## config.mk

```make
export PLATFORM = sky130hd
export DESIGN_NAME = mdio_mgmt_ctrl
export DESIGN_NICKNAME = d
export VERILOG_FILES = /design/src/rtl/mdio_mgmt_pkg.sv /design/src/rtl/mdio_clk_div.sv /design/src/rtl/mdio_frame_fsm.sv /design/src/rtl/mdio_mgmt_ctrl.sv
export SDC_FILE = /design/constraint.sdc
export NUM_CORES = 1
export LEC_CHECK = 0
export BUFFER_PORTS_ARGS = -buffer_cell sky130_fd_sc_hd__buf_2
export CAP_MARGIN = 30
export CELL_PAD_IN_SITES_DETAIL_PLACEMENT = 1
export CELL_PAD_IN_SITES_GLOBAL_PLACEMENT = 1
export CORE_ASPECT_RATIO = 0.6
export CORE_MARGIN = 8
export CORE_UTILIZATION = 48
export CTS_CLUSTER_SIZE = 30
export DETAILED_ROUTE_END_ITERATION = 10
export PLACE_DENSITY = 0.91
export RECOVER_POWER = 25
export SYNTH_ARGS = -nofsm -noshare
export SYNTH_HDL_FRONTEND = slang
export SYNTH_SLANG_ARGS = --single-unit
```

## constraint.sdc

```tcl
create_clock -name clk -period 5.1 [get_ports clk]
set_input_delay 0.51 -clock clk [delete_from_list [all_inputs] [get_ports clk]]
set_output_delay 0.51 -clock clk [all_outputs]
set_load 0.01 [all_outputs]
```

## src/rtl/mdio_mgmt_pkg.sv

```systemverilog
package mdio_mgmt_pkg;

    // register offsets
    localparam logic [1:0] A_CTRL = 2'd0;
    localparam logic [1:0] A_CMD  = 2'd1;
    localparam logic [1:0] A_DATA = 2'd2;
    localparam logic [1:0] A_STAT = 2'd3;

    // field positions
    localparam int CMD_RD_BIT     = 15;
    localparam int CMD_WR_BIT     = 14;
    localparam int CTRL_SRST_BIT  = 0;
    localparam int CTRL_NOPRE_BIT = 8;
    localparam int CTRL_DIV_LSB   = 9;

    // frame segment lengths
    localparam int PRE_BITS = 32;
    localparam int HDR_BITS = 14;
    localparam int TA_BITS  = 2;
    localparam int DAT_BITS = 16;

    typedef enum logic [2:0] {
        ST_IDLE,
        ST_PREAMBLE,
        ST_HEADER,
        ST_TURN,
        ST_DATA,
        ST_DONE
    } mdio_state_e;

endpackage

```

## src/rtl/mdio_clk_div.sv

```systemverilog
module mdio_clk_div #(
    parameter  int DIV_W = 8,
    localparam int CW    = DIV_W + 1
) (
    input  logic             clk,
    input  logic             rst_n,
    input  logic             clr,
    input  logic             run,
    input  logic [DIV_W-1:0] div_m1,
    output logic             mdc,
    output logic             rise_tick,
    output logic             end_tick
);

    logic [CW-1:0] div_full;
    logic [CW-1:0] lo_len;
    logic [CW-1:0] cnt_q;

    // divisor field holds value minus one; zero is raised to two
    always_comb begin
        div_full = (div_m1 == '0) ? CW'(2) : ({1'b0, div_m1} + CW'(1));
        lo_len   = div_full - (div_full >> 1);
    end

    assign end_tick  = run && (cnt_q == div_full - CW'(1));
    assign rise_tick = run && (cnt_q == lo_len - CW'(1));
    assign mdc       = run && (cnt_q >= lo_len);

    always_ff @(posedge clk or negedge rst_n) begin
        if (!rst_n) begin
            cnt_q <= '0;
        end else if (clr || !run || end_tick) begin
            cnt_q <= '0;
        end else begin
            cnt_q <= cnt_q + CW'(1);
        end
    end

endmodule

```

## src/rtl/mdio_frame_fsm.sv

```systemverilog
module mdio_frame_fsm
    import mdio_mgmt_pkg::*;
(
    input  logic        clk,
    input  logic        rst_n,
    input  logic        clr,
    input  logic        start,
    input  logic        no_pre,
    input  logic        is_read,
    input  logic [4:0]  phy_addr,
    input  logic [4:0]  reg_sel,
    input  logic [15:0] wdata,
    input  logic        rise_tick,
    input  logic        end_tick,
    input  logic        mdio_i,
    output logic        busy,
    output logic        run,
    output logic        done,
    output logic        mdio_o,
    output logic        mdio_oe,
    output logic [15:0] rdata
);

    mdio_state_e state_q, state_d;
    logic [4:0]  idx_q;
    logic [15:0] rx_q;
    logic [HDR_BITS-1:0] hdr;
    logic [3:0]  hdr_pos;
    logic [3:0]  dat_pos;

    // state register and bit index
    always_ff @(posedge clk or negedge rst_n) begin
        if (!rst_n) begin
            state_q <= ST_IDLE;
            idx_q   <= '0;
        end else if (clr) begin
            state_q <= ST_IDLE;
            idx_q   <= '0;
        end else begin
            state_q <= state_d;
            if (state_d != state_q) begin
                idx_q <= '0;
            end else if (end_tick) begin
                idx_q <= idx_q + 5'd1;
            end
        end
    end

    // read shifter, samples at the rising management clock edge
    always_ff @(posedge clk or negedge rst_n) begin
        if (!rst_n) begin
            rx_q <= '0;
        end else if (clr) begin
            rx_q <= '0;
        end else if (state_q == ST_DATA && is_read && rise_tick) begin
            rx_q <= {rx_q[14:0], mdio_i};
        end
    end

    // next state
    always_comb begin
        state_d = state_q;
        unique case (state_q)
            ST_IDLE:     if (start) state_d = no_pre ? ST_HEADER : ST_PREAMBLE;
            ST_PREAMBLE: if (end_tick && idx_q == 5'(PRE_BITS - 1)) state_d = ST_HEADER;
            ST_HEADER:   if (end_tick && idx_q == 5'(HDR_BITS - 1)) state_d = ST_TURN;
            ST_TURN:     if (end_tick && idx_q == 5'(TA_BITS - 1))  state_d = ST_DATA;
            ST_DATA:     if (end_tick && idx_q == 5'(DAT_BITS - 1)) state_d = ST_DONE;
            ST_DONE:     state_d = ST_IDLE;
            default:     state_d = ST_IDLE;
        endcase
    end

    assign hdr     = {2'b01, (is_read ? 2'b10 : 2'b01), phy_addr, reg_sel};
    assign hdr_pos = 4'(HDR_BITS - 1) - idx_q[3:0];
    assign dat_pos = 4'(DAT_BITS - 1) - idx_q[3:0];

    // outputs
    always_comb begin
        mdio_o  = 1'b0;
        mdio_oe = 1'b0;
        run     = 1'b0;
        busy    = (state_q != ST_IDLE);
        done    = (state_q == ST_DONE);
        unique case (state_q)
            ST_IDLE: ;
            ST_PREAMBLE: begin
                run     = 1'b1;
                mdio_oe = 1'b1;
                mdio_o  = 1'b1;
            end
            ST_HEADER: begin
                run     = 1'b1;
                mdio_oe = 1'b1;
                mdio_o  = hdr[hdr_pos];
            end
            ST_TURN: begin
                run     = 1'b1;
                mdio_oe = !is_read;
                mdio_o  = (idx_q == 5'd0);
            end
            ST_DATA: begin
                run     = 1'b1;
                mdio_oe = !is_read;
                mdio_o  = wdata[dat_pos];
            end
            ST_DONE: ;
            default: ;
        endcase
    end

    assign rdata = rx_q;

endmodule

```

## src/rtl/mdio_mgmt_ctrl.sv

```systemverilog
module mdio_mgmt_ctrl
    import mdio_mgmt_pkg::*;
#(
    parameter  int DIV_W   = 8,
    parameter  int DEF_DIV = 40,
    localparam int RW      = CTRL_DIV_LSB + DIV_W
) (
    input  logic          clk,
    input  logic          rst_n,
    input  logic          reg_wr,
    input  logic [1:0]    reg_addr,
    input  logic [RW-1:0] reg_wr_data,
    output logic [RW-1:0] reg_rd_data,
    output logic          mdc,
    output logic          mdio_o,
    output logic          mdio_oe,
    input  logic          mdio_i
);

    localparam logic [DIV_W-1:0] DEF_DIV_M1 = DIV_W'(DEF_DIV - 1);

    logic [DIV_W-1:0] div_m1_q;
    logic             nopre_q;
    logic             srst_q;
    logic [15:0]      cmd_q;
    logic [15:0]      data_q;

    logic busy_w, run_w, done_w, rise_w, end_w;
    logic [15:0] rdata_w;
    logic wr_ctrl, wr_cmd, wr_dat, cmd_ok;

    assign wr_ctrl = reg_wr && !srst_q && (reg_addr == A_CTRL);
    assign wr_cmd  = reg_wr && !srst_q && (reg_addr == A_CMD);
    assign wr_dat  = reg_wr && !srst_q && (reg_addr == A_DATA);
    assign cmd_ok  = wr_cmd && !busy_w &&
                     (reg_wr_data[CMD_RD_BIT] ^ reg_wr_data[CMD_WR_BIT]);

    always_ff @(posedge clk or negedge rst_n) begin
        if (!rst_n) begin
            div_m1_q <= DEF_DIV_M1;
            nopre_q  <= 1'b0;
            srst_q   <= 1'b0;
            cmd_q    <= '0;
            data_q   <= '0;
        end else if (srst_q) begin
            div_m1_q <= DEF_DIV_M1;
            nopre_q  <= 1'b0;
            srst_q   <= 1'b0;
            cmd_q    <= '0;
            data_q   <= '0;
        end else begin
            if (wr_ctrl) begin
                if (reg_wr_data[CTRL_SRST_BIT]) begin
                    srst_q <= 1'b1;
                end else if (!busy_w) begin
                    div_m1_q <= reg_wr_data[CTRL_DIV_LSB +: DIV_W];
                    nopre_q  <= reg_wr_data[CTRL_NOPRE_BIT];
                end
            end
            if (cmd_ok) begin
                cmd_q <= reg_wr_data[15:0];
            end
            if (wr_dat && !busy_w) begin
                data_q <= reg_wr_data[15:0];
            end else if (done_w && cmd_q[CMD_RD_BIT]) begin
                data_q <= rdata_w;
            end
        end
    end

    always_comb begin
        reg_rd_data = '0;
        unique case (reg_addr)
            A_CTRL: begin
                reg_rd_data[CTRL_DIV_LSB +: DIV_W] = div_m1_q;
                reg_rd_data[CTRL_NOPRE_BIT]        = nopre_q;
                reg_rd_data[CTRL_SRST_BIT]         = srst_q;
            end
            A_CMD:   reg_rd_data[15:0] = cmd_q;
            A_DATA:  reg_rd_data[15:0] = data_q;
            A_STAT:  reg_rd_data[0]    = busy_w;
            default: reg_rd_data       = '0;
        endcase
    end

    mdio_clk_div #(.DIV_W(DIV_W)) u_div (
        .clk       (clk),
        .rst_n     (rst_n),
        .clr       (srst_q),
        .run       (run_w),
        .div_m1    (div_m1_q),
        .mdc       (mdc),
        .rise_tick (rise_w),
        .end_tick  (end_w)
    );

    mdio_frame_fsm u_fsm (
        .clk       (clk),
        .rst_n     (rst_n),
        .clr       (srst_q),
        .start     (cmd_ok),
        .no_pre    (nopre_q),
        .is_read   (cmd_q[CMD_RD_BIT]),
        .phy_addr  (cmd_q[9:5]),
        .reg_sel   (cmd_q[4:0]),
        .wdata     (data_q),
        .rise_tick (rise_w),
        .end_tick  (end_w),
        .mdio_i    (mdio_i),
        .busy      (busy_w),
        .run       (run_w),
        .done      (done_w),
        .mdio_o    (mdio_o),
        .mdio_oe   (mdio_oe),
        .rdata     (rdata_w)
    );

endmodule

```

# Word level (Yosys, flattened, before mapping)
# Index checks and enable logic that the tools add are counted.
[totals]
inputBits = 23
word_cells = 118
regBits = 75
[classes]
add_sub_neg = 8
n_bitwise = 1
n_eq_ne = 17
reduce_logical = 37
mux = 43
order_cmp = 3
[ops]
columns = ["cell", "n"]
rows = [
  ["16-bit two-way mux", 7],
  ["8-bit two-way mux", 4],
  ["8-bit case mux with 3 select lines", 1],
  ["9-bit == test", 2],
  ["3-bit two-way mux", 6],
  ["9-bit two-way mux", 2],
  ["9-bit by 1-bit subtractor with 9-bit output (second input constant)", 2],
  ["1-bit logical AND", 17],
  ["5-bit two-way mux", 3],
  ["3-bit case mux with 5 select lines", 1],
  ["7-bit case mux with 2 select lines", 1],
  ["1-bit two-way mux", 11],
  ["5-bit by 4-bit == test with 1-bit output (second input constant)", 2],
  ["4-bit by 5-bit < comparator with 1-bit output (second input constant)", 2],
  ["8-bit by 1-bit adder with 9-bit output (second input constant)", 1],
  ["9-bit by 1-bit adder with 9-bit output (second input constant)", 1],
  ["9-bit >= comparator", 1],
  ["3-bit nonzero test", 3],
  ["9-bit by 8-bit subtractor with 9-bit output", 1],
  ["1-bit binary-select mux with 4-bit select", 2],
  ["8-bit zero test", 1],
  ["1-bit case mux with 4 select lines", 2],
  ["4-bit subtractor (first input constant)", 2],
  ["3-bit by 2-bit == test with 1-bit output (second input constant)", 2],
  ["22 further kinds", 32],
]

# Longest topological paths before layout
# Gate-level depths: netlist of run 1.
[depth]
ltp_word = 11
mapped_depth = 17
mapped_depth_nobuf = 16

# By module
# A second synthesis of run 1 with hierarchy kept.
[hier_totals]
hier_cells = 639
hier_area_um2 = 5896.9
[by_module_without_submodules]
columns = ["module", "n_inst", "cells_each", "seq_area_each_um2", "area_each_um2"]
rows = [
  ["mdio_mgmt_ctrl", 1, 216, 1056.0, 2308.5],
  ["mdio_clk_div", 1, 239, 225.2, 1993.2],
  ["mdio_frame_fsm", 1, 184, 600.6, 1595.3],
]

# Least setup slack after synthesis of run 1
# No wires, ideal clock.
[synth_timing]
kind = "register to register"
startpoint = "register div_m1_q[1]"
endpoint = "register u_fsm.rx_q[10], in the netlist u_fsm.rdata[10]"
t_arrival_ps = 4295
t_required_ps = 5021
path_stages_with_launch = 18
period_less_slack_ps = 4374
n_path_buf = 2
path_slack_ps = 726
setup_ps = 79
path_cell_list = "dfstp_2 -> clkbuf_1 -> inv_1 -> ha_1 -> nor4b_2 -> nand2_1 -> nand2b_1 -> ha_1 -> fa_1 -> or2_1 -> a22o_1 -> xnor2_2 -> and3_4 -> xnor2_1 -> or4_4 -> a211oi_4 -> buf_8 -> mux2i_1"
[synth_via]
elab_chain_cells = 8
elab_cells_between_ends = 9
classes_between = "add/sub (3); eq/ne (1); mux (1); reduce/logical (4)"
[synth_rtl]
columns = ["item", "line_no", "source"]
rows = [
  ["start: declaration", "mdio_mgmt_ctrl.sv:22", "logic [DIV_W-1:0] div_m1_q;"],
  ["start signal: assignment", "mdio_mgmt_ctrl.sv:56", "div_m1_q <= reg_wr_data[CTRL_DIV_LSB +: DIV_W];"],
  ["8-bit by 1-bit adder with 9-bit output or 8-bit zero test (tied branches)", "mdio_clk_div.sv:21", "div_full = (div_m1 == '0) ? CW'(2) : ({1'b0, div_m1} + CW'(1));"],
  ["9-bit two-way mux *", "mdio_clk_div.sv:21", ""],
  ["9-bit by 8-bit subtractor with 9-bit output *", "mdio_clk_div.sv:22", "lo_len = div_full - (div_full >> 1);"],
  ["9-bit by 1-bit subtractor with 9-bit output *", "mdio_clk_div.sv:26", "assign rise_tick = run && (cnt_q == lo_len - CW'(1));"],
  ["9-bit == test *", "mdio_clk_div.sv:26", ""],
  ["1-bit logical AND *", "mdio_clk_div.sv:26", ""],
  ["1-bit logical AND *", "mdio_frame_fsm.sv:55", "end else if (state_q == ST_DATA && is_read && rise_tick) begin"],
  ["2-bit nonzero test (no source line) *", "n/a", ""],
  ["end signal: assignment", "mdio_frame_fsm.sv:56", "rx_q <= {rx_q[14:0], mdio_i};"],
  ["end: declaration", "mdio_frame_fsm.sv:26", "logic [15:0] rx_q;"],
]
# Mark *: on every way between the ends. The rest lies on a longest branch, timed or not.
# A chain may end at the register's enable or synchronous reset.

# Worst setup path in the final report of run 1
[layout_timing]
startpoint = "register div_m1_q[1]"
endpoint = "output port mdc"
[layout_via]
elab_chain_cells = 5
elab_cells_between_ends = 6
classes_between = "add/sub (2); order compare (1); mux (1); reduce/logical (2)"
[layout_rtl]
columns = ["item", "line_no", "source"]
rows = [
  ["8-bit by 1-bit adder with 9-bit output or 8-bit zero test (tied branches)", "mdio_clk_div.sv:21", ""],
  ["9-bit two-way mux *", "mdio_clk_div.sv:21", ""],
  ["9-bit by 8-bit subtractor with 9-bit output *", "mdio_clk_div.sv:22", ""],
  ["9-bit >= comparator *", "mdio_clk_div.sv:27", "assign mdc = run && (cnt_q >= lo_len);"],
  ["1-bit logical AND *", "mdio_clk_div.sv:27", ""],
  ["end: declaration", "mdio_mgmt_ctrl.sv:14", "output logic mdc,"],
]
# Marks and branches as above.

==> impl_summary.md, run 1 <==
Timing
The clock tree skew after final layout is between 0.007 and 0.008 ns. Derived from the worst setup path, the maximum achievable clock frequency is 204 MHz. The clock period could shrink to 4.89 ns. Hold is met by approximately 0.4 ns. The post-route clock period utilization is 95.9%.

The least setup slack across all paths after layout is 0.209 ns. The number of pins with negative max-slew slack in the final report is between 60 and 70. Setup repair after global routing left no endpoint under its margin.

The final number of hold-violating endpoints is 0. Measured against its own limit, the worst slew margin works out to -103%. Setup violations remaining at the end of the flow were counted as 0. The sum of negative setup slack is 0 ns. For the pin with the worst max-slew slack, the measured transition is 3.05 ns.

Floorplan
The die covers about 16,000 um^2. The region available for standard cell placement spans around 12,000 um^2. The vertical die dimension is around 100 um. 43 I/O pins were placed. The initial cell density of the core is around half. Measured along the x axis, the die boundary spans 157 um.

After floorplanning, the core was divided into 31 placement rows.

Status
The final reports fail on capacitance limit, slew limit. The run finished, with violations left.

Logic synthesis
The count of yosys warnings during synthesis is 0. The largest area contributor in the synthesized netlist is sky130_fd_sc_hd__dfrtp_1. By area the synthesized netlist is led by sky130_fd_sc_hd__dfrtp_1 31%, sky130_fd_sc_hd__ha_1 8.9%, sky130_fd_sc_hd__mux2i_1 8.5%, sky130_fd_sc_hd__nand2_1 5.4%, sky130_fd_sc_hd__xnor2_1 3.5%. The number of distinct library cell variants in the gate-level netlist after synthesis is 74. In the synthesized netlist the dominant register cell turns out to be sky130_fd_sc_hd__dfrtp_1.

The average cell area after synthesis is 9.23 um^2. The mapped netlist covers ~5700 um^2. The share of the synthesized area in the top cell type is between 30% and 40%. For this run, the register share of the synthesized area comes to 32.8%. The synthesized design contains 0 enable-type register cells. The synthesized netlist cell count is between 600 and 700.

The most common cell in the synthesized netlist is sky130_fd_sc_hd__nand2_1. The number of flip-flops and latches in the synthesized netlist is 75. The number of nets produced by synthesis is 687. The fraction of registers with async set or reset after synthesis is 100%. The commonest cells after synthesis are 82 x sky130_fd_sc_hd__nand2_1, 71 x sky130_fd_sc_hd__dfrtp_1, 49 x sky130_fd_sc_hd__mux2i_1, 48 x sky130_fd_sc_hd__nor2_1, 41 x sky130_fd_sc_hd__ha_1.

Detailed routing
The via count is 5,205. After detailed routing, the average wire length per cell comes to roughly 24 um. The overall routed net length is a little under 20,000 um.

Using the TritonRoute via totals, the vias-per-cell ratio works out to roughly 6.4. The number of antenna-violating nets in the routed design is 0. After detailed routing, the number of remaining DRC violations is 0. The detailed-routing iteration count for the pre-antenna-repair pass is 8. The number of DRC markers after the initial detailed-route iteration is between 400 and 500.

Layout
At the end of the flow, the number of nets in the layout was approximately 710. Compared with the post-synthesis result, the final layout area differs by 11.7%. The fill cell instance count of the final layout is roughly 1,400. The final non-filler cell area is ~6400 um^2. The final cell count without fillers is approximately 800.

The count of antenna diodes in the layout is 0. In the final layout, the share of cells above drive strength 1 is about 14%. Cells fill 54.0% of the core in the end.

Clock network
The clock latency on the worst-skew pair is about 0.35 ns. The maximum buffer depth of the clock tree is 2. The number of levels the H-tree was split into is 3. The clock-pin transition on the worst setup and hold timing paths is roughly 0.06 ns. TritonCTS created 9 clock buffers. The tree built by TritonCTS fans out to 75 sinks.

The cell at the root of the clock tree is sky130_fd_sc_hd__clkbuf_16. TritonCTS built the clock tree.

Critical path
By instance count, the cell type seen most on the critical path is sky130_fd_sc_hd__ha_1. For this run, the slowest stage of the critical path takes around 0.68 ns. The critical path startpoint category is a register.

On the critical path the largest part of the delay comes from compound AO/OA/AOI/OAI gates. Walking the worst path, the cells encountered are ha_1 -> xor2_1 -> a21boi_2 -> inv_1 -> ha_1 -> nor2b_1 -> a211oi_1 -> o22ai_1 -> xor2_1 -> ha_1 -> o21ai_0 -> a21o_1 -> a21oi_1 -> buf_2. The buffering stage count on the worst path with inverters included is 2. For the worst setup path, the data required time is 4.59 ns. The endpoint arrival time on the critical path is 4.38 ns. The critical path is of the reg -> out type. Along the worst path, the maximum fanout reaches 12. The sort of element at the end of the critical path is a primary output. The slowest stage of the critical path belongs to the cell sky130_fd_sc_hd__dfstp_2.

Run
Max-cap violations in this run came to 1.

Pwr
In this run the static leakage power is ~3 nW. The ratio of total power to cell area is just over 300 nW/um^2. After layout, the design draws a total of 1.93 mW. The worst-case vdd ir drop is 0.185 mV.

GRT
The first-pass GRT wire length is around 31,000 um. The total congestion overflow after global routing is 0. The largest net degree at the start of global routing is between 70 and 80. The global-route total usage across every layer is between 20% and 30%. The via count of the first global-routing pass is 5,306.

The number of antenna violations at the first check in global routing is 0.

Placement
The half-perimeter wire length after placement is between 10,000 and 15,000 um. At the placement stage, the worst setup path has a slack of ~0.43 ns. The final weighted congestion of routability-driven global placement is 0.962. The cell count after placement is slightly below 800. The cell area reported after detailed placement is 6020 um^2.

In this run the tool buffered the top-level ports with 42 buffer cells.

Hold path
The class of the tightest hold or removal check is in -> reg.
[worst paths after layout]
check | end | from | slack [ns] | cells past startpoint
setup / recovery | mdc | div_m1_q[1] | 0.21 | 14
hold / removal | cmd_q[5] | reg_wr_data[5] | 0.40 | 3
setup reg to reg | u_fsm.rdata[13] | div_m1_q[2] | 0.29 | 12
hold reg to reg | cmd_q[10] | cmd_q[10] | 0.54 | 2
max in group asynchronous | u_fsm.idx_q[1] | rst_n | 1.05 | 3
min in group asynchronous | u_fsm.rdata[12] | rst_n | 0.65 | 2
[timing repair]
item	CTS	global route
buffers inserted	0	3
hold buffers	0	1
setup endpoints to repair	0	1
hold endpoints to repair	0	9
gates resized for setup	0	4
[report_power, final]
group | total (mW) | switching (mW) | internal, mW | leakage (nW)
clock | 0.682 | 0.285 | 0.398 | 0.146
sequential | 0.727 | 0.0950 | 0.632 | 1.01
combinational | 0.523 | 0.298 | 0.226 | 1.85
total | 1.93 | 0.677 | 1.25 | 3.01
[flip-flops by register name, indices dropped and copies added (netlist names)]
name           count
cmd_q             16
data_q            16
u_fsm.rdata       16
u_div.cnt_q        9
div_m1_q           8
u_fsm.idx_q        5
u_fsm.state_q      3
nopre_q            1
srst_q             1
[cell usage in the layout, fill, tap and decap left out, types with 8 or more instances in the layout]
cell                        Yosys  layout
sky130_fd_sc_hd__a222oi_1       9       9
sky130_fd_sc_hd__a22oi_1        9       9
sky130_fd_sc_hd__nor2_1        48      48
sky130_fd_sc_hd__nand2_1       82      82
sky130_fd_sc_hd__nor2b_1       15      15
sky130_fd_sc_hd__buf_4          1       9
sky130_fd_sc_hd__clkbuf_16      0       9
sky130_fd_sc_hd__ha_1          41      41
sky130_fd_sc_hd__and3_1         9       9
sky130_fd_sc_hd__a21oi_1       13      13
sky130_fd_sc_hd__buf_2          4      41
sky130_fd_sc_hd__o21ai_0       38      38
sky130_fd_sc_hd__mux4_2         8       8
sky130_fd_sc_hd__xnor2_1       23      22
sky130_fd_sc_hd__inv_1         27      27
sky130_fd_sc_hd__nand3_1       17      17
sky130_fd_sc_hd__dfrtp_1       71      71
sky130_fd_sc_hd__mux2i_1       49      49
sky130_fd_sc_hd__xor2_1        14      14
[cell type report]
| class | instances | area (um^2) | share of cell area [%] |
|---|---|---|---|
| Inverter | 27 | 101 | 1.58 |
| Tap cell | 165 | 206 | 3.22 |
| Sequential cell | 75 | 1880 | 29.4 |
| Clock inverter | 6 | 71.3 | 1.11 |
| Multi-Input combinational cell | 481 | 3610 | 56.3 |
| Timing Repair Buffer | 53 | 299 | 4.67 |
| Clock buffer | 10 | 239 | 3.73 |
[worst register-to-register path, stage by stage (launching register included)]
cell	delay [ns]
sky130_fd_sc_hd__dfstp_2	0.73
sky130_fd_sc_hd__nand3_1	0.15
sky130_fd_sc_hd__nor3_1	0.29
sky130_fd_sc_hd__xnor2_1	0.49
sky130_fd_sc_hd__ha_1	0.54
sky130_fd_sc_hd__or2_0	0.29
sky130_fd_sc_hd__a2111o_1	0.36
sky130_fd_sc_hd__o211ai_2	0.15
sky130_fd_sc_hd__xor3_1	0.39
sky130_fd_sc_hd__or4_4	0.54
sky130_fd_sc_hd__a211oi_4	0.21
sky130_fd_sc_hd__buf_4	0.34
sky130_fd_sc_hd__mux2i_1	0.27
[kinds of logic (layout without fill, tap and decap cells)]
kind of cell             after synthesis  in the layout  share of synthesized area (%)
buffers and inverters                 66             96                           4.97
AO/OA/AOI/OAI                        112            112                           13.9
adder cells (fa/ha/maj)               42             42                           9.29
multiplexers                          57             57                           11.7
AND/OR/NAND/NOR                      228            228                           19.8
flip-flops                            75             75                           32.8
XOR/XNOR                              42             42                           7.52
[per-layer routing]
metal / vias up / track usage [%] / routed length, um
met5: - / 0 / 0
met4: 0 / 8.37 / 484
met3: 49 / 6.25 / 1610
met2: 263 / 39.6 / 9060
met1: 2630 / 34.2 / 8590
li1: 2263 / - / -
No activity file was read; power rests on OpenSTA's default activity.
==> run 2: changes to the inputs <==
--- a/config.mk
+++ b/config.mk
@@ -9,13 +9,13 @@
 export CAP_MARGIN = 30
 export CELL_PAD_IN_SITES_DETAIL_PLACEMENT = 1
 export CELL_PAD_IN_SITES_GLOBAL_PLACEMENT = 1
-export CORE_ASPECT_RATIO = 0.6
 export CORE_MARGIN = 8
 export CORE_UTILIZATION = 48
 export CTS_CLUSTER_SIZE = 30
 export DETAILED_ROUTE_END_ITERATION = 10
 export PLACE_DENSITY = 0.91
 export RECOVER_POWER = 25
+export REMOVE_ABC_BUFFERS = 1
 export SYNTH_ARGS = -nofsm -noshare
 export SYNTH_HDL_FRONTEND = slang
 export SYNTH_SLANG_ARGS = --single-unit
==> run 2 against run 1 <==
- the flow still finishes with violations (capacitance limit, slew limit)
- die area down 0.72%
- wire length shrank 8.2%
- critical path depth grew 2
- critical endpoint unchanged
==> impl_summary.md, run 2 (synthesis results as in run 1) <==
Floorplan
The initial cell density of the core is 48.4% (about the same). The vertical die dimension was 125 um (+24%). The placement row count is 40 (+29%). The area of the core came to 11,900 um^2 (about the same). The floorplan die area was 15,700 um^2 (-0.72%). The top-level I/O count came to 43 (unchanged). The horizontal die dimension is 125 um (-20%).

Hold path
The worst hold path belongs to the class in -> reg. The startpoint of the worst hold path is reg_wr_data[2]. The number of cells traversed by the worst hold path was 3 (unchanged). The path with the worst hold slack has its endpoint at cmd_q[2].

Timing
The final number of hold-violating endpoints was 0 (unchanged). The post-route clock period utilization came to 95.4% (-0.53 points). The number of pins with negative max-slew slack in the final report is 72 (+7.5%). The slew at the pin closest to its max-slew limit was 3.34 ns (+0.299 ns). The worst slew slack as a fraction of its limit was -123% (-20 points). The final count of negative-setup-slack endpoints was 0 (unchanged). The sum of negative setup slack is 0 ns (unchanged). The final hold slack is 0.390 ns (-0.00998 ns). Setup repair after global routing left no endpoint under its margin. The maximum clock frequency is 206 MHz (+0.56%). The final critical-path required period came to 4.86 ns (-0.0271 ns). The clock tree skew after final layout is 0.0127 ns (+0.00539 ns).

Detailed routing
The overall routed net length was 18,100 um (-8.2%). The average vias per placed instance is 6.32 (-0.83%). The detailed-routing iteration count for the pre-antenna-repair pass is 5 (-3). The number of antenna-violating nets in the routed design is 0 (unchanged). The detailed-route DRC error count is 0 (unchanged). The wire length per cell after detailed routing is 22.8 um (-5.8%).

The via count is 5,029 (-3.4%). The number of DRC markers after the initial detailed-route iteration came to 385 (-14%).

Clock network
The number of clock sinks is 75 (unchanged). The clock-pin transition on the worst setup and hold timing paths is 0.07 ns (about the same). In this run the clock root is driven by a sky130_fd_sc_hd__clkbuf_16. The clock latency on the worst-skew pair was 0.35 ns (about the same). The number of levels the H-tree was split into came to 3 (unchanged). The maximum buffer depth of the clock tree is 2 (unchanged). The number of buffers inserted during clock tree synthesis came to 9 (unchanged).

The CTS tree is done.

GRT
The number of antenna violations at the first check in global routing is 0 (unchanged). The first-pass GRT wire length is 29,200 um (-5.4%). The largest net degree at the start of global routing is 76 (unchanged). The global-route total usage across every layer was 23.1% (-2.4 points). The total congestion overflow after global routing came to 0 (unchanged). The via count of the first global-routing pass is 5,535 (+4.3%).

Layout
In the layout the commonest cells are 82 x sky130_fd_sc_hd__nand2_1, 71 x sky130_fd_sc_hd__dfrtp_1, 49 x sky130_fd_sc_hd__mux2i_1. The count of antenna diodes in the layout is 0 (unchanged). The library cell used most frequently in the layout, excluding fill and tap cells, is sky130_fd_sc_hd__nand2_1. The layout cell share with drive strength beyond 1 is 13.7% (-0.70 points). The area used by sequential logic in the layout is 1880 um^2 (unchanged). The total area of multi-input combinational cells was 3600 um^2 (-0.21%). The fill cell instance count of the final layout is 1,350 (-1.4%). The end-of-flow core utilization is 53.5% (-0.51 points). The area growth from synthesis to layout is 10.5%. The number of nets in the finished design is 709 (-0.42%).

Pwr
The leakage power is 2.98 nW (-1.0%). The worst-case vdd ir drop came to 0.244 mV (+32%). The ratio of total power to cell area is 295 nW/um^2 (-2.0%). The overall power consumption is 1.87 mW (-3.0%).

Critical path
The worst setup path is launched from a register. The top fanout value on the critical path was 10 (-2). The endpoint arrival time on the critical path is 4.35 ns (-0.03 ns). The endpoint identified for the worst register-to-register timing path is u_fsm.rdata[6]. The critical path is of the reg -> out type. The depth of the most critical reg-to-reg path is 13 (+1). The internal reg-to-reg setup slack was 0.36 ns (+0.07 ns). The worst setup path is captured at a primary output. The required time of the critical path is 4.59 ns (about the same). The source of the worst register-to-register timing path is div_m1_q[1].

Placement
The half-perimeter wire length after placement was 12,900 um (-5.4%). The count of buffers inserted at the top-level ports was 42 (unchanged). The final weighted congestion of routability-driven global placement is 0.890 (-7.5%).

Status
The checks that failed: capacitance limit, slew limit. The run finished, with violations left.

Run
The number of maximum-capacitance violations came to 1 (unchanged).
run 2: changes by cell type in the layout (fill, tap and decap cells not counted), sizes merged:
cell           change
dlymetal6s4s       -1
clkdlybuf4s25      +1
buf                -3
run 2: layer usage:
metal  wire length (um)  up-vias  global-route usage (%)
met1               7310     2539                    26.2
met4                617        0                    10.5
met2               9350      182                    41.4
li1                   -     2248                       -
met5                  0        -                       0
met3                854       60                    4.25
run 2: layout make-up:
| class | instances | share of cell area [%] |
|---|---|---|
| Clock buffer | 10 | 3.61 |
| Clock inverter | 6 | 1.12 |
| Inverter | 27 | 1.60 |
| Multi-Input combinational cell | 481 | 56.8 |
| Sequential cell | 75 | 29.7 |
| Tap cell | 147 | 2.90 |
| Timing Repair Buffer | 50 | 4.32 |
run 2: power by group:
group	leakage (nW)	internal [mW]	total, mW	switching (mW)
logic	1.83	0.217	0.496	0.278
clock network	0.140	0.385	0.661	0.276
registers	1.01	0.632	0.717	0.0855
run 2: worst max-delay path by stage:
stage | cells past startpoint | slack, ns | to | startpoint
5_1_grt | 3 | 0.05 | u_fsm.rdata[15] | rst_n
3_5_place_dp | 13 | 0.36 | u_fsm.rdata[12] | div_m1_q[1]
2_1_floorplan | 12 | 0.75 | u_fsm.rdata[10] | div_m1_q[1]
3_3_place_gp | 14 | 0.76 | mdc | div_m1_q[1]
4_1_cts | 14 | 0.15 | mdc | div_m1_q[1]
6_report | 16 | 0.24 | mdc | div_m1_q[0]
run 2: repair_timing:
item,4_1_cts,5_1_grt
hold endpoints to repair,0,4
hold buffers,0,1
buffers inserted,0,0
setup endpoints to repair,0,1
resized for setup,0,3
run 2: critical path, stage by stage, from the launching register on:
cell	delay, ns
sky130_fd_sc_hd__dfstp_2	0.64
sky130_fd_sc_hd__inv_1	0.14
sky130_fd_sc_hd__ha_1	0.23
sky130_fd_sc_hd__nor4b_4	0.15
sky130_fd_sc_hd__nand2_1	0.12
sky130_fd_sc_hd__nand2b_1	0.12
sky130_fd_sc_hd__ha_1	0.23
sky130_fd_sc_hd__fa_1	0.41
sky130_fd_sc_hd__or2_1	0.29
sky130_fd_sc_hd__a221oi_4	0.32
sky130_fd_sc_hd__nor4_1	0.13
sky130_fd_sc_hd__a2111oi_4	0.43
sky130_fd_sc_hd__ha_1	0.31
sky130_fd_sc_hd__o21ai_0	0.18
sky130_fd_sc_hd__a21o_1	0.11
sky130_fd_sc_hd__a21oi_1	0.05
sky130_fd_sc_hd__buf_2	0.14
run 2: through the flow:
stage	instances	area (um^2)	setup slack (ns)
6_report	796	6340	0.236
3_3_place_gp	778	6000	0.762
2_1_floorplan	583	5550	0.755
4_1_cts	794	6300	0.149
5_1_grt	796	6340	0.0455
3_5_place_dp	778	6000	0.359
==> run 3: changes to the inputs <==
--- a/config.mk
+++ b/config.mk
@@ -10,10 +10,10 @@
 export CELL_PAD_IN_SITES_DETAIL_PLACEMENT = 1
 export CELL_PAD_IN_SITES_GLOBAL_PLACEMENT = 1
 export CORE_MARGIN = 8
-export CORE_UTILIZATION = 48
+export CORE_UTILIZATION = 47
 export CTS_CLUSTER_SIZE = 30
 export DETAILED_ROUTE_END_ITERATION = 10
-export PLACE_DENSITY = 0.91
+export PLACE_DENSITY = 0.89
 export RECOVER_POWER = 25
 export REMOVE_ABC_BUFFERS = 1
 export SYNTH_ARGS = -nofsm -noshare
==> run 3 against run 2 <==
- cell count up 0.13%
- core utilization shrank 0.71 points
- the run still ends with capacitance limit, slew limit left
- critical endpoint unchanged
- critical path type unchanged
- sequential power about the same
- cell area decreased by 0.49%
- clock skew decreased by 0.0051 ns
==> impl_summary.md, run 3 (synthesis results as in run 1) <==
Timing
The final critical-path required period came to 4.85 ns (-0.00987 ns). Setup repair after global routing left no endpoint under its margin. The slew at the pin closest to its max-slew limit is 3.37 ns (+0.0303 ns).

The post-route clock period utilization is 95.2% (-0.19 points). The clock tree skew after final layout is 0.00762 ns (-0.00511 ns). The final count of negative-setup-slack endpoints was 0 (unchanged).

The worst slew slack as a fraction of its limit is -125% (-2.0 points). The sum of negative setup slack is 0 ns (unchanged). The number of pins with negative max-slew slack in the final report is 74 (+2.8%). The final number of hold-violating endpoints is 0 (unchanged). The final hold slack is 0.395 ns (+0.00507 ns). The maximum clock frequency is 206 MHz (+0.20%). The least setup slack across all paths after layout is 0.246 ns (+0.00987 ns).

Layout
The fill cell instance count of the final layout is 1,371 (+1.6%). The layout cell share with drive strength beyond 1 is 13.8% (+0.13 points). The final cell count without fillers is 797 (+0.13%). The area used by sequential logic in the layout is 1880 um^2 (unchanged). The count of antenna diodes in the layout is 0 (unchanged).

The number of nets in the finished design is 710 (+0.14%). Leaving out fill and tap cells, the most frequent cells in the layout are 82 x sky130_fd_sc_hd__nand2_1, 71 x sky130_fd_sc_hd__dfrtp_1, 49 x sky130_fd_sc_hd__mux2i_1. Relative to the synthesized area, the layout overhead comes to 9.99%.

The total area of multi-input combinational cells is 3580 um^2 (-0.56%). The most common cell after layout, fill and taps aside is sky130_fd_sc_hd__nand2_1.

GRT
The number of antenna violations at the first check in global routing was 0 (unchanged). The via count of the first global-routing pass came to 5,392 (-2.6%). The total congestion overflow after global routing is 0 (unchanged). The global-route total usage across every layer is 21.5% (-1.7 points).

The first-pass GRT wire length is 27,800 um (-4.9%). The largest net degree at the start of global routing is 76 (unchanged).

Clock network
The post-CTS setup-driven buffer insertion count came to 0 (unchanged). The number of levels the H-tree was split into is 3 (unchanged). The clock latency on the worst-skew pair is 0.34 ns (about the same). The cell at the root of the clock tree is sky130_fd_sc_hd__clkbuf_16. The number of buffers inserted during clock tree synthesis is 9 (unchanged). The number of clock sinks was 75 (unchanged). The maximum buffer depth of the clock tree is 2 (unchanged). The clock-pin transition on the worst setup and hold timing paths is 0.06 ns (about the same).

TritonCTS built the clock tree.

Detailed routing
The number of DRC markers after the initial detailed-route iteration is 377 (-2.1%). The amount of wire on met2 after detailed routing is 8930 um (-4.5%). The detailed-route DRC error count is 0 (unchanged).

The wire length per cell after detailed routing was 21.3 um (-6.4%). The detailed-routing iteration count for the pre-antenna-repair pass is 8 (+3). The detailed route wirelength on metal3 is 784 um (-8.2%). The number of antenna-violating nets in the routed design was 0 (unchanged).

The overall routed net length is 17,000 um (-6.3%). The uppermost layer routed is met4. The average vias per placed instance was 6.13 (-3.0%). The via count was 4,883 (-2.9%). The wire length on met1 was 6870 um (-6.0%).

Pwr
The ratio of total power to cell area came to 286 nW/um^2 (-3.3%). The overall power consumption came to 1.80 mW (-3.8%). The worst-case vdd ir drop was 0.187 mV (-23%).

The leakage power is 2.98 nW (about the same).

Critical path
The critical path startpoint category is a register. The internal reg-to-reg setup slack is 0.43 ns (+0.07 ns). The top fanout value on the critical path is 12 (+2). By instance count, the cell type seen most on the critical path is sky130_fd_sc_hd__ha_1. Among all stages on the critical path, the largest delay is contributed by sky130_fd_sc_hd__dfstp_2. By startpoint and endpoint, the worst setup path is classified as reg -> out. The endpoint arrival time on the critical path is 4.34 ns (about the same). The required time of the critical path is 4.59 ns (about the same). The depth of the most critical reg-to-reg path is 16 (+3). The endpoint identified for the worst register-to-register timing path is u_fsm.rdata[9].

The sort of element at the end of the critical path is a primary output. The critical path goes through inv_1 -> ha_1 -> nor4b_2 -> nand2_1 -> nand2b_1 -> ha_1 -> fa_1 -> or2_1 -> a221oi_2 -> nor4_1 -> a2111oi_4 -> ha_1 -> o21ai_0 -> a21o_1 -> a21oi_1 -> buf_2. The delay contributed by the slowest stage of the critical path is 0.66 ns (+0.02 ns). The critical path's top delay family is adder cells.

The buffering stage count on the worst path with inverters included is 2 (unchanged). The worst register-to-register path begins at div_m1_q[1].

Floorplan
The initial cell density of the core is 48.0% (-0.40 points). The vertical die dimension is 126 um (+0.92%). The placement row count is 40 (unchanged). The horizontal die dimension came to 126 um (+0.92%). The area of the core is 12,000 um^2 (+0.84%). The floorplan die area is 16,000 um^2 (+1.9%). The top-level I/O count is 43 (unchanged).

Hold path
The number of cells traversed by the worst hold path is 3 (unchanged). The startpoint of the worst hold path is reg_wr_data[1]. The class of the tightest hold or removal check is in -> reg. For hold timing, the worst endpoint is cmd_q[1].

Placement
The count of buffers inserted at the top-level ports is 42 (unchanged). The half-perimeter wire length after placement is 12,300 um (-4.3%). The cell count after placement is 779 (+0.13%). The minimum setup slack after placement is 0.455 ns (+0.0964 ns).

The final weighted congestion of routability-driven global placement was 0.876 (-1.6%).

Status
The flow ran to the end, but the final reports show violations. The final reports fail on capacitance limit, slew limit.

Run
The number of maximum-capacitance violations is 1 (unchanged).
==> run 3: routing by layer <==
metal  GRT usage [%]  vias to the layer above
li1                -                     2247
met1            24.4                     2454
met2            39.1                      135
met3            3.94                       47
met4            8.00                        0
met5               0                        -
==> run 3: worst register-to-register path, delay by kind of cell, from the launching register on <==
kind	cells	cell delay, ns
multiplexers	1	0.26
adder cells (fa/ha/maj)	3	0.84
flip-flops	1	0.66
AO/OA/AOI/OAI	4	1.22
AND/OR/NAND/NOR	6	1.15
buffers and inverters	2	0.45
==> run 3: timing repair <==
action / 4_1_cts / 5_1_grt
hold endpoints to repair: 0 / 2
gates resized for setup: 0 / 1
hold buffers: 0 / 1
setup endpoints to repair: 0 / 1
==> run 3: worst max path at each step <==
stage	from	end	cells after the start
4_1_cts	div_m1_q[1]	mdc	14
5_1_grt	div_m1_q[0]	mdc	16
2_1_floorplan	div_m1_q[1]	u_fsm.rdata[10]	12
3_3_place_gp	div_m1_q[1]	mdc	14
3_5_place_dp	div_m1_q[1]	u_fsm.rdata[2]	14
6_report	div_m1_q[1]	mdc	16
==> run 3: through the flow <==
stage | utilization, % | cell area (um^2)
6_report | 52.8 | 6310
5_1_grt | 52.8 | 6310
4_1_cts | 52.6 | 6290
3_5_place_dp | 50.2 | 6010
3_3_place_gp | 50.2 | 6010
2_1_floorplan | - | 5550
==> run 3: final cells by class <==
cell class                 count  share of cell area (%)
clock buffer                  12                    4.06
tap                          147                    2.91
sequential                    75                    29.8
clock inverter                 4                   0.397
timing repair buffer          51                    4.46
inverter                      27                    1.61
multi-input combinational    481                    56.7
==> run 3: power by group <==
| part | leakage [nW] | internal, mW | total, mW | switching, mW |
|---|---|---|---|---|
| logic | 1.83 | 0.218 | 0.485 | 0.267 |
| clock network | 0.135 | 0.355 | 0.604 | 0.250 |
| registers | 1.01 | 0.632 | 0.714 | 0.0815 |
| total | 2.98 | 1.20 | 1.80 | 0.598 |
